## src/rtl/rm_pkg.sv

```systemverilog
package rm_pkg;

  localparam int unsigned BCD_W = 4;
  localparam logic [BCD_W-1:0] BCD_TOP = 4'd9;

  typedef logic [BCD_W-1:0] bcd_t;

  // Values 10..15 behave as the largest decimal digit.
  function automatic bcd_t bcd_clamp(input bcd_t raw);
    return (raw > BCD_TOP) ? BCD_TOP : raw;
  endfunction

  // Slot map over counts 0..8 (count 9 is kept free for the lower decades):
  //   bit 3 (8 slots): every count 0..8 except 4
  //   bit 2 (4 slots): 0, 2, 5, 7
  //   bit 1 (2 slots): 3, 8
  //   bit 0 (1 slot) : 4
  // Bits 2..0 are mutually disjoint and bit 0 is disjoint from bit 3, so any
  // digit 0..9 hits exactly its own value of slots.
  function automatic logic slot_match(input bcd_t cnt, input bcd_t dig);
    logic s8, s4, s2, s1;
    s8 = (cnt <= 4'd8) && (cnt != 4'd4);
    s4 = (cnt == 4'd0) || (cnt == 4'd2) || (cnt == 4'd5) || (cnt == 4'd7);
    s2 = (cnt == 4'd3) || (cnt == 4'd8);
    s1 = (cnt == 4'd4);
    return (dig[3] & s8) | (dig[2] & s4) | (dig[1] & s2) | (dig[0] & s1);
  endfunction

endpackage

```

## src/rtl/rm_rst_sync.sv

```systemverilog
module rm_rst_sync #(
  parameter int unsigned STAGES = 2
) (
  input  logic clk_i,
  input  logic rst_n_i,
  output logic rst_n_o
);

  logic [STAGES-1:0] sync_q;

  always_ff @(posedge clk_i or negedge rst_n_i) begin
    if (!rst_n_i) begin
      sync_q <= '0;
    end else begin
      sync_q <= {sync_q[STAGES-2:0], 1'b1};
    end
  end

  assign rst_n_o = sync_q[STAGES-1];

endmodule

```

## src/rtl/rm_decade.sv

```systemverilog
module rm_decade
  import rm_pkg::*;
(
  input  logic clk_i,
  input  logic rst_n_i,
  input  logic clr_i,
  input  logic adv_i,
  input  bcd_t digit_i,
  output logic nine_o,
  output logic hit_o,
  output bcd_t cnt_o
);

  bcd_t cnt_q;
  bcd_t cnt_d;

  always_comb begin
    cnt_d = cnt_q;
    if (clr_i) begin
      cnt_d = '0;
    end else if (adv_i) begin
      cnt_d = (cnt_q == BCD_TOP) ? '0 : cnt_q + 4'd1;
    end
  end

  always_ff @(posedge clk_i or negedge rst_n_i) begin
    if (!rst_n_i) begin
      cnt_q <= '0;
    end else begin
      cnt_q <= cnt_d;
    end
  end

  assign nine_o = (cnt_q == BCD_TOP);
  assign hit_o  = adv_i & slot_match(cnt_q, digit_i);
  assign cnt_o  = cnt_q;

endmodule

```

## src/rtl/rm_prog_hold.sv

```systemverilog
module rm_prog_hold
  import rm_pkg::*;
#(
  parameter int unsigned DIGITS = 3,
  localparam int unsigned PW = BCD_W * DIGITS
) (
  input  logic          clk_i,
  input  logic          rst_n_i,
  input  logic          clr_i,
  input  logic          stb_i,
  input  logic          wrap_i,
  input  logic [PW-1:0] prog_i,
  output logic [PW-1:0] eff_o,
  output logic [PW-1:0] held_o,
  output logic          fresh_o
);

  logic [PW-1:0] clamped;
  logic [PW-1:0] held_q, held_d;
  logic          fresh_q, fresh_d;
  logic          take;

  for (genvar j = 0; j < DIGITS; j++) begin : g_clamp
    assign clamped[BCD_W*j +: BCD_W] = bcd_clamp(prog_i[BCD_W*j +: BCD_W]);
  end

  assign take = !clr_i && stb_i && (fresh_q || wrap_i);

  always_comb begin
    held_d  = held_q;
    fresh_d = fresh_q;
    if (take) begin
      held_d = clamped;
    end
    if (clr_i) begin
      fresh_d = 1'b1;
    end else if (stb_i) begin
      fresh_d = 1'b0;
    end
  end

  always_ff @(posedge clk_i or negedge rst_n_i) begin
    if (!rst_n_i) begin
      held_q  <= '0;
      fresh_q <= 1'b1;
    end else begin
      held_q  <= held_d;
      fresh_q <= fresh_d;
    end
  end

  // A fresh window gates its first strobe with the live program.
  assign eff_o   = fresh_q ? clamped : held_q;
  assign held_o  = held_q;
  assign fresh_o = fresh_q;

endmodule

```

## src/rtl/rm_bcd_rate_mult.sv

```systemverilog
module rm_bcd_rate_mult #(
  parameter int unsigned DIGITS      = 3,
  parameter int unsigned SYNC_STAGES = 2,
  localparam int unsigned PW = 4 * DIGITS
) (
  input  logic          clk_i,
  input  logic          rst_n_i,
  input  logic          clr_i,
  input  logic          stb_i,
  input  logic [PW-1:0] prog_i,
  output logic          pulse_o
);

  logic              rst_n_s;
  logic [DIGITS-1:0] adv;
  logic [DIGITS-1:0] nine;
  logic [DIGITS-1:0] hit;
  logic [PW-1:0]     eff;
  logic [PW-1:0]     held;
  logic [PW-1:0]     cnt_flat;
  logic              fresh;
  logic              wrap;
  logic              pulse_q, pulse_d;

  rm_rst_sync #(.STAGES(SYNC_STAGES)) u_rst (
    .clk_i   (clk_i),
    .rst_n_i (rst_n_i),
    .rst_n_o (rst_n_s)
  );

  // Slice j carries the digit of weight 10^-(j+1), stored in the nibble at
  // bit 4*(DIGITS-1-j).
  for (genvar j = 0; j < DIGITS; j++) begin : g_dec
    localparam int unsigned LSB = 4 * (DIGITS - 1 - j);
    if (j == 0) begin : g_head
      assign adv[j] = stb_i;
    end else begin : g_tail
      assign adv[j] = adv[j-1] & nine[j-1];
    end
    rm_decade u_dec (
      .clk_i   (clk_i),
      .rst_n_i (rst_n_s),
      .clr_i   (clr_i),
      .adv_i   (adv[j]),
      .digit_i (eff[LSB +: 4]),
      .nine_o  (nine[j]),
      .hit_o   (hit[j]),
      .cnt_o   (cnt_flat[LSB +: 4])
    );
  end

  assign wrap = adv[DIGITS-1] & nine[DIGITS-1];

  rm_prog_hold #(.DIGITS(DIGITS)) u_hold (
    .clk_i   (clk_i),
    .rst_n_i (rst_n_s),
    .clr_i   (clr_i),
    .stb_i   (stb_i),
    .wrap_i  (wrap),
    .prog_i  (prog_i),
    .eff_o   (eff),
    .held_o  (held),
    .fresh_o (fresh)
  );

  always_comb begin
    pulse_d = 1'b0;
    if (!clr_i) begin
      pulse_d = |hit;
    end
  end

  always_ff @(posedge clk_i or negedge rst_n_s) begin
    if (!rst_n_s) begin
      pulse_q <= 1'b0;
    end else begin
      pulse_q <= pulse_d;
    end
  end

  assign pulse_o = pulse_q;

endmodule

```

## config.mk

```make
export PLATFORM = sky130hd
export DESIGN_NAME = rm_bcd_rate_mult
export DESIGN_NICKNAME = d
export VERILOG_FILES = /design/src/rtl/rm_pkg.sv /design/src/rtl/rm_rst_sync.sv /design/src/rtl/rm_decade.sv /design/src/rtl/rm_prog_hold.sv /design/src/rtl/rm_bcd_rate_mult.sv
export SDC_FILE = /design/constraint.sdc
export NUM_CORES = 1
export LEC_CHECK = 0
export BUFFER_PORTS_ARGS = -buffer_cell sky130_fd_sc_hd__buf_2
export CAP_MARGIN = 20
export CORE_ASPECT_RATIO = 0.5
export CORE_UTILIZATION = 36
export CTS_CLUSTER_DIAMETER = 100
export DETAILED_ROUTE_END_ITERATION = 6
export PLACE_DENSITY = 0.6
export SLEW_MARGIN = 10
export SYNTH_ARGS = -nofsm -noshare
export SYNTH_HDL_FRONTEND = slang
export SYNTH_SLANG_ARGS = --single-unit
```

## constraint.sdc

```tcl
create_clock -name clk_i -period 1 [get_ports clk_i]
set_input_delay 0 -clock clk_i [delete_from_list [all_inputs] [get_ports clk_i]]
set_output_delay 0 -clock clk_i [all_outputs]
set_load 0.03 [all_outputs]
```

==> reports/results.txt <==
Status = finished with violations
Failing checks = negative setup slack
Post-Place Cells = 288
Crit-path max cell delay = 0.63 ns
Worst-Skew Late Latency = 0.28 ns
Worst IR Drop VDD = 0.489 mV
Number of buffers created by CTS = 3
Die W = 100 um
TritonCTS clock tree = built
Wire length per cell = 14.3 um
DR vias = 1,520
DRC viols = 0
Routed vias/inst = 5.03
Crit path capture type = flop
CP Launch Type = flop
Worst setup path start = u_hold.fresh_o$_DFFE_PN1P_
Most frequent cells in the layout = buf_4 (36), dfrtp_1 (27), nor2_1 (17)
Overall routing resource usage = 17.5%
Reg2reg end = pulse_o$_DFF_PN0_
Area of placed instances = 0.00213 sq mm
First-pass GRT wire length = 6.97 mm
DRT iter0 DRCs = 74
Synthesized area per cell = 9.61 sq um
Mapped cell area = 0.00173 sq mm
Detail Route Antenna Nets = 0
Primary FF master, synth = dfrtp_1
Crit-path slowest cell = dfstp_2
Largest cells by area after synthesis = dfrtp_1 (39%), mux2_2 (4.6%), mux2_4 (4.3%)
Clock Tree Root = clkbuf_8
Most common cell after layout, fill and taps aside = buf_4
GRT overflow = 0
Initial antenna violation count = 0
Worst path arrival time = 2.05 ns
Die Height = 51.0 um
Register bit total from synthesis = 28
RSZ-0062 raised after global routing = yes
DP Wirelength = 2.88 mm
Clock net sink count = 28
Cells on worst reg2reg path = 6
# Max-Cap Violations = 0
Fin crit share = 189%
Final Max Slew Viols = 0
Most frequent CP cell = o21ai_2
Register area = 702 sq um
Pre-antenna DRT Iters = 4
Worst Hold Class = input pin to async pin
Final cell count without fillers = 302
Post-synthesis cell count = 180
Placer Congestion = 0.807
Mapped Nets = 196
Design area = 0.00248 sq mm
Final WS setup = -0.887 ns
R2R Setup Slk = -0.89 ns
Final #Nets = 253
Die area = 0.00510 sq mm
Reg clk slew, reported paths = 0.10 ns
Vias in the first global route = 1,502
Setup Skew = 0.00434 ns
CP required = 1.16 ns
# rows = 17
Minimum clock period after layout = 1.89 ns
Area leader, netlist = dfrtp_1
Cells along the critical path = mux2_4 > o21ai_2 > o31a_1 > o21ai_2 > a2111oi_4 > o21ai_1
Max Root-Sink Buffers = 2
Proportion of layout cells with a drive suffix above 1 = 46.6%
Post-synth EDFFs = 0
Synth top area share = 39.0%
Ys Warns = 0
Critical Path Fanout Max = 6
Filler Cell Count = 392
CP Capture Point = pulse_o$_DFF_PN0_
IO Port Bufs = 16
Core area = 0.00451 sq mm
CP Class = flop to flop
Area growth syn-to-layout = 43.3%
Endpoints failing hold = 0
Post-synthesis sequential area ratio = 40.6%
Async SR Flop Fraction = 100%
Final setup fails = 24
Leak Pwr = 1.13 nW
Power density over the cells = 1070 mW/mm^2
Setup WS pre-CTS = -0.972 ns
CTS H-tree depth = 1
Yosys cell types = 43
Total wire length = 4.32 mm
Boundary pin count = 17
Initial core utilization = 38.4%
N_diodes = 0
Pin count of the biggest net entering global routing = 16
Reg-to-reg startpoint = u_hold.fresh_o$_DFFE_PN1P_
Multi-input gate area = 0.00112 sq mm
Max Clk Rate = 0.530 GHz
synthesized netlist by cell type (all sizes together), types with 2 or more instances:
| library cell | count |
|---|---|
| nor3 | 5 |
| xnor2 | 2 |
| nand2b | 6 |
| nand4 | 3 |
| nand2 | 9 |
| a21o | 2 |
| dfrtp | 27 |
| xor2 | 5 |
| nor2 | 17 |
| o2111ai | 2 |
| inv | 4 |
| o21ai | 14 |
| a31oi | 3 |
| nor3b | 2 |
| nor2b | 11 |
| a21oi | 8 |
| mux2i | 7 |
| clkbuf | 6 |
| and3b | 2 |
| nand3b | 2 |
| mux2 | 12 |
| nand3 | 9 |
| buf | 7 |
| a211oi | 2 |
sequential cells by signal, summed over array words and instances (netlist names):
signal and count:
g_dec.u_dec.cnt_o 12, pulse_o 1, u_hold.fresh_o 1, u_hold.held_o 12, u_rst.sync_q 2
report_power, final:
part / switching (W) / total [W] / leakage (nW) / internal (W)
sequential: 0.0000706 / 0.00130 / 0.358 / 0.00123
combinational: 0.000264 / 0.000621 / 0.745 / 0.000357
clock: 0.000364 / 0.000717 / 0.0288 / 0.000353
total: 0.000699 / 0.00264 / 1.13 / 0.00194
logic make-up (layout without fill, tap and decap cells):
family                 count (synthesis)  count (layout)  synth area share, %
AO/OA/AOI/OAI                         38              38                 14.2
flip-flops                            28              28                 40.6
multiplexers                          19              19                 12.9
XOR/XNOR                               7               7                 3.54
AND/OR/NAND/NOR                       70              70                 23.2
other                                  1               1                0.217
buffers and inverters                 17              73                 5.35
timing repair:
action / 4_1_cts / 5_1_grt
pin swaps: 7 / 18
setup buffers: 4 / 8
hold buffers: 1 / 0
setup endpoints to repair: 24 / 25
hold endpoints to repair: 2 / 0
gates resized for setup: 32 / 27
final cells by class:
class	count	share of cell area (%)
multi-input combinational	135	45.1
sequential	28	28.3
timing repair buffer	65	20.5
tap	66	3.33
clock buffer	4	2.22
inverter	4	0.605
critical path, delay by kind of cell, from the launching register on:
kind / cells / cell delay, ns
mux: 1 / 0.34
compound gates: 5 / 0.80
flops: 1 / 0.63
through the flow:
step           power, W  TNS, ns  util (%)  hold slack, ns
3_5_place_dp    0.00183   -12.82      47.1          -0.208
2_1_floorplan   0.00164   -13.81         -          -0.296
5_1_grt         0.00279   -14.94      55.0         0.00661
3_3_place_gp    0.00181   -12.40      47.1          -0.206
6_report        0.00264   -13.13      55.0          0.0168
4_1_cts         0.00261   -12.53      51.4         0.00870
how the worst min path moves through the flow:
stage                           from                             to  slack (ns)  cells after the start
after detailed placement     rst_n_i      u_rst.sync_q[0]$_DFF_PN0_       -0.21                      1
after global placement       rst_n_i      u_rst.sync_q[0]$_DFF_PN0_       -0.21                      1
after floorplan              rst_n_i      u_rst.sync_q[0]$_DFF_PN0_       -0.30                      0
final                        rst_n_i      u_rst.sync_q[1]$_DFF_PN0_        0.02                      2
after CTS                    rst_n_i      u_rst.sync_q[0]$_DFF_PN0_       0.009                      2
after global routing      prog_i[11]  u_hold.held_o[11]$_DFFE_PN0P_       0.007                      2
layer usage:
layer	part of all wire (%)	GRT usage, %	vias up
met5	0	0	-
met1	48	24.0	742
met4	0.53	3.86	0
li1	-	-	746
met3	2.9	3.28	2
met2	49	29.1	30
No activity file was read; power rests on OpenSTA's default activity.
